<file path="src/rtl/ep0_pkg.sv">
package ep0_pkg;

  typedef enum logic [1:0] {
    TK_NONE  = 2'b00,
    TK_SETUP = 2'b01,
    TK_IN    = 2'b10,
    TK_OUT   = 2'b11
  } ep0_tok_e;

  typedef enum logic [1:0] {
    PH_IDLE = 2'd0,
    PH_DIN  = 2'd1,
    PH_DOUT = 2'd2,
    PH_STAT = 2'd3
  } ep0_phase_e;

  typedef struct packed {
    logic stall;
    logic premature;
    logic done;
    logic accum;
  } ep0_verdict_t;

endpackage

</file>
<file path="src/rtl/ep0_rule_check.sv">
module ep0_rule_check
  import ep0_pkg::*;
#(
  parameter int LEN_W = 11,
  parameter int CNT_W = 16
) (
  input  ep0_phase_e        phase,
  input  logic              tok_valid,
  input  logic [1:0]        tok_kind,
  input  logic [LEN_W-1:0]  pkt_len,
  input  logic [LEN_W-1:0]  max_pkt,
  input  logic              de_eff,
  input  logic              tx_ready,
  input  logic [CNT_W-1:0]  count,
  input  logic [CNT_W-1:0]  req_len_q,
  output ep0_verdict_t      verdict
);

  logic is_in, is_out, oversize, short_xfer, zero_len;

  always_comb begin
    is_in      = tok_valid && (ep0_tok_e'(tok_kind) == TK_IN);
    is_out     = tok_valid && (ep0_tok_e'(tok_kind) == TK_OUT);
    oversize   = pkt_len > max_pkt;
    short_xfer = count < req_len_q;
    zero_len   = (pkt_len == '0);
  end

  always_comb begin
    verdict = '0;
    unique case (phase)
      PH_DOUT: begin
        if (is_out) begin
          if (oversize || de_eff)          verdict.stall     = 1'b1;
          else if (zero_len && short_xfer) verdict.premature = 1'b1;
          else                             verdict.accum     = 1'b1;
        end else if (is_in && de_eff) begin
          verdict.done = 1'b1;
        end
      end
      PH_DIN: begin
        if (is_out) begin
          if (oversize || !zero_len) verdict.stall     = 1'b1;
          else if (short_xfer)       verdict.premature = 1'b1;
          else                       verdict.done      = 1'b1;
        end else if (is_in) begin
          if (de_eff && !tx_ready) verdict.stall = 1'b1;
          else                     verdict.accum = 1'b1;
        end
      end
      PH_STAT: begin
        if (is_out && oversize) verdict.stall = 1'b1;
        else if (is_in)         verdict.done  = 1'b1;
      end
      default: verdict = '0;
    endcase
  end

endmodule

</file>
<file path="src/rtl/ep0_phase_track.sv">
module ep0_phase_track
  import ep0_pkg::*;
#(
  parameter int LEN_W = 11,
  parameter int CNT_W = 16
) (
  input  logic              clk,
  input  logic              rst,
  input  logic              setup_hit,
  input  logic              req_dir_in,
  input  logic [CNT_W-1:0]  req_len,
  input  logic              data_end,
  input  logic [LEN_W-1:0]  pkt_len,
  input  ep0_verdict_t      verdict,
  output ep0_phase_e        phase,
  output logic [CNT_W-1:0]  count,
  output logic [CNT_W-1:0]  req_len_q,
  output logic              de_eff
);

  localparam int SUM_W = CNT_W + 1;
  localparam int PAD_W = SUM_W - LEN_W;
  localparam logic [CNT_W-1:0] CNT_MAX = {CNT_W{1'b1}};

  logic             de_seen;
  logic [SUM_W-1:0] sum;
  logic [CNT_W-1:0] count_sat;
  logic             finish;

  assign de_eff = de_seen | data_end;
  assign finish = verdict.stall | verdict.premature | verdict.done;

  always_comb begin
    sum       = {1'b0, count} + {{PAD_W{1'b0}}, pkt_len};
    count_sat = sum[CNT_W] ? CNT_MAX : sum[CNT_W-1:0];
  end

  always_ff @(posedge clk) begin
    if (rst) begin
      phase     <= PH_IDLE;
      count     <= '0;
      req_len_q <= '0;
      de_seen   <= 1'b0;
    end else if (setup_hit) begin
      req_len_q <= req_len;
      count     <= '0;
      de_seen   <= 1'b0;
      if (req_len == '0)   phase <= PH_STAT;
      else if (req_dir_in) phase <= PH_DIN;
      else                 phase <= PH_DOUT;
    end else if (phase != PH_IDLE) begin
      if (finish) begin
        phase   <= PH_IDLE;
        de_seen <= 1'b0;
      end else begin
        de_seen <= de_eff;
        if (verdict.accum) count <= count_sat;
      end
    end
  end

endmodule

</file>
<file path="src/rtl/ep0_stall_guard.sv">
module ep0_stall_guard
  import ep0_pkg::*;
#(
  parameter int LEN_W = 11,
  parameter int CNT_W = 16
) (
  input  logic              clk,
  input  logic              rst,
  input  logic              tok_valid,
  input  logic [1:0]        tok_kind,
  input  logic [LEN_W-1:0]  pkt_len,
  input  logic [LEN_W-1:0]  max_pkt,
  input  logic              req_dir_in,
  input  logic [CNT_W-1:0]  req_len,
  input  logic              data_end,
  input  logic              tx_ready,
  output logic              stall,
  output logic              flush_in,
  output logic              setup_end
);

  ep0_phase_e       phase;
  ep0_verdict_t     verdict;
  logic [CNT_W-1:0] count;
  logic [CNT_W-1:0] req_len_q;
  logic             de_eff;
  logic             setup_hit;

  assign setup_hit = tok_valid && (ep0_tok_e'(tok_kind) == TK_SETUP);

  ep0_phase_track #(.LEN_W(LEN_W), .CNT_W(CNT_W)) u_track (
    .clk(clk), .rst(rst), .setup_hit(setup_hit), .req_dir_in(req_dir_in),
    .req_len(req_len), .data_end(data_end), .pkt_len(pkt_len),
    .verdict(verdict), .phase(phase), .count(count),
    .req_len_q(req_len_q), .de_eff(de_eff)
  );

  ep0_rule_check #(.LEN_W(LEN_W), .CNT_W(CNT_W)) u_rules (
    .phase(phase), .tok_valid(tok_valid), .tok_kind(tok_kind),
    .pkt_len(pkt_len), .max_pkt(max_pkt), .de_eff(de_eff),
    .tx_ready(tx_ready), .count(count), .req_len_q(req_len_q),
    .verdict(verdict)
  );

  always_ff @(posedge clk) begin
    if (rst) begin
      stall     <= 1'b0;
      flush_in  <= 1'b0;
      setup_end <= 1'b0;
    end else if (setup_hit) begin
      stall     <= 1'b0;
      flush_in  <= 1'b0;
      setup_end <= 1'b0;
    end else begin
      stall     <= stall | verdict.stall;
      flush_in  <= verdict.premature;
      setup_end <= setup_end | verdict.premature;
    end
  end

endmodule

</file>
<file path="config.mk">
export PLATFORM = sky130hd
export DESIGN_NAME = ep0_stall_guard
export DESIGN_NICKNAME = d
export VERILOG_FILES = /design/src/rtl/ep0_pkg.sv /design/src/rtl/ep0_rule_check.sv /design/src/rtl/ep0_phase_track.sv /design/src/rtl/ep0_stall_guard.sv
export SDC_FILE = /design/constraint.sdc
export NUM_CORES = 1
export LEC_CHECK = 0
export BUFFER_PORTS_ARGS = -buffer_cell sky130_fd_sc_hd__buf_2
export CAP_MARGIN = 10
export CORE_ASPECT_RATIO = 1.2
export CORE_MARGIN = 5
export CORE_UTILIZATION = 53
export DETAILED_ROUTE_END_ITERATION = 6
export MAX_ROUTING_LAYER = met4
export PLACE_DENSITY = 0.84
export SYNTH_ARGS = -nofsm -noshare
export SYNTH_HDL_FRONTEND = slang
export SYNTH_SLANG_ARGS = --single-unit
</file>
<file path="constraint.sdc">
create_clock -name clk -period 6 [get_ports clk]
set_clock_uncertainty 0.05 [all_clocks]
set_input_delay 1.2 -clock clk [delete_from_list [all_inputs] [get_ports clk]]
set_output_delay 1.2 -clock clk [all_outputs]
set_load 0.005 [all_outputs]
</file>
==> out/results.ini <==
[cells_and_area]
multiInputGateArea_mm2=0.00190
regArea_um2=761
diodes=0
drive_gt1_share_pct=16.1
area_growth_pct=13.2
post-route-util_pct=61.4
num-fill-cells=476
layout.nets=505

[drt]
drt-total-wl_um=6360
ant_nets=0
drc=0
drt-vias-per-instance=5.61
dr.pass1.iters=4
routedWlPerCell_um=13.3
drtIter0Drc=157
num_vias=2687

[floorplan]
die_y_um=90.4
core.rowCount=29
pin_count=49
die_w_um=77.0
core_area_mm2=0.00526
initial_core_util_pct=54.2
die_area_mm2=0.00696

[power]
powerDensity_mw_per_mm2=165
peakVddDrop_v=0.000134
p_leak_nw=1.43

[worst_setup_path]
endpoint=u_track.count[13]
critPathSlowestCell=or4b_4
crit_arrival_ns=3.96
endpoint_kind=flip-flop
crit_path_start_kind=input pin
required_ns=6.10
worst-path-max-fanout=32
crit_path_cell_trace=buf_2 > ha_1 > a211o_1 > a21oi_1 > or4b_4 > a21oi_1 > o211ai_1 > a211oi_2 > buf_4 > nor4bb_1 > a211oi_2
startpoint=pkt_len[8]
cpPeakStageDelay_ns=0.52
r2r-start=u_track.count[0]
reg2reg_depth=11
critPathKind=input pin to flip-flop
ff2ff_setup_slack_ns=3.06
timing.rr.end=u_track.count[4]

[timing]
fmax_mhz=259
period_minus_slack_ns=3.86
timing.final.ws_setup_ns=2.14
worst_pin_slew_ns=0.781
setup_viol=0
rsz0062_at_grt=no
tns_ns=0
finalMaxSlewViolations=0
finalHoldViolCount=0
relSlewSlack_pct=47.9
timing.final.crit_share_pct=64.3

[synth]
synth_most_common_cell=nand2_1
synthesis.area_mm2=0.00285
yosys.area.top_type_share_pct=26.7
synth_nets=460
synthTopCellsByArea=dfxtp_1 (27%), ha_1 (18%), a21oi_1 (7.0%)
ys.flop_type=dfxtp_1
yosys_warnings=0
async_flop_share_pct=0
yosys-top-cells-count=nand2_1 (43), ha_1 (42), a21oi_1 (40), dfxtp_1 (38), inv_1 (37)
synth.avg_cell_area_um2=7.69
synth_edf_count=0
synth_top_cell_by_area=dfxtp_1
synthCells=371
ys_seq_elements=38
ys_seq_area_share_pct=26.7
synth_cell_types=46

[cts]
insertion_delay_ns=0.29
cts.repair.resized=0
numCtsBuffers=5
htreeDepth=2
cts_tree=yes
cts_hold_buffers=0
postCtsSetupBuffers=0
cts.sinks=38
clk_path_buf_depth=2
clk_pin_slew_ns=0.08
cts_root_buf=clkbuf_8

[global_routing]
grt_util_all_layers_pct=18.8
grt.overflow.total=0
grt_pass1_vias=2584
grt_pass1_wl_um=10900
grt_max_degree=33
antenna_found_initial=0

[flow_run]
drv_cap=0

[place]
finalWeightedCongestion=0.855
io_buffers=48
dpl.hpwl_um=5120
post-place-ws_ns=1.79

[worst_hold_path]
hold_path_class=flip-flop to flip-flop
hp-start=setup_end

[run_status]
outcome=complete, no violations

## worst min path at each step
stage               cells after the start                   end  slack (ns)
floorplan                               2  u_track.req_len_q[0]        0.38
global placement                        2             setup_end        0.38
detailed placement                      2  u_track.req_len_q[0]        0.39
CTS                                     2  u_track.req_len_q[0]        0.40
global route                            2  u_track.req_len_q[1]        0.42
finish                                  2             setup_end        0.40
## kinds of logic (layout without fill, tap and decap cells)
kind of cell | Yosys count | in the layout | synth area share, %
AO/OA/AOI/OAI | 93 | 93 | 21.2
XOR/XNOR | 8 | 8 | 2.46
adder cells (fa/ha/maj) | 43 | 43 | 19.1
buffers and inverters | 49 | 95 | 6.66
flip-flops | 38 | 38 | 26.7
AND/OR/NAND/NOR | 140 | 140 | 23.9
## area by class of cell
type / count / area share, %
multi-input cells: 284 / 58.9
flip-flops and latches: 38 / 23.5
repair buffers: 50 / 7.90
inverters: 37 / 4.30
clock buffers: 6 / 2.56
well taps: 62 / 2.40
clock inverters: 2 / 0.387
## placed cells by master, fill, tap and decap left out, types with 9 or more instances in the layout
| cell | synthesis | final |
|---|---|---|
| nor2_1 | 34 | 34 |
| dfxtp_1 | 38 | 38 |
| a21oi_1 | 40 | 40 |
| inv_1 | 37 | 37 |
| nand2_1 | 43 | 43 |
| nand3_1 | 9 | 9 |
| o21ai_0 | 9 | 9 |
| ha_1 | 42 | 42 |
| nor3_1 | 13 | 13 |
| a211oi_1 | 10 | 10 |
| buf_2 | 2 | 48 |
## metrics by stage
step                      area [µm²]  total power [mW]  cells  hold WS (ns)
final                           3230             0.533    479         0.400
after global routing            3230             0.560    479         0.423
after CTS                       3230             0.538    479         0.403
after detailed placement        3140             0.354    471         0.392
after global placement          3140             0.350    471         0.382
after floorplan                 2850             0.321    371         0.382
## flip-flops by register name, summed over array words and instances, names as in the netlist
signal and flops:
u_track.count 16, u_track.phase 2, setup_end 1, flush_in 1, u_track.de_seen 1, stall 1, u_track.req_len_q 16
## routing by layer
| layer | wire length [µm] | share of wire (%) | vias up | global-route usage, % |
|---|---|---|---|---|
| met3 | 334 | 5.2 | 4 | 3.19 |
| met4 | 62 | 0.97 | 0 | 6.16 |
| met2 | 3100 | 49 | 67 | 31.2 |
| li1 | - | - | 1408 | - |
| met1 | 2870 | 45 | 1208 | 23.0 |
| met5 | 0 | 0 | - | - |
## worst max-delay path, delay by kind of cell
| family | cells | cell delay (ns) |
|---|---|---|
| adder cells (fa/ha/maj) | 1 | 0.32 |
| AO/OA/AOI/OAI | 6 | 1.11 |
| AND/OR/NAND/NOR | 2 | 0.89 |
| buffers and inverters | 2 | 0.45 |
## power breakdown
group          internal, mW  total [mW]  switching [mW]  leakage [nW]
sequential            0.257       0.259         0.00262         0.307
combinational        0.0387      0.0887          0.0500          1.07
clock                0.0923       0.185          0.0930        0.0472
total                 0.388       0.533           0.146          1.43
(Power assumes the default switching activity.)
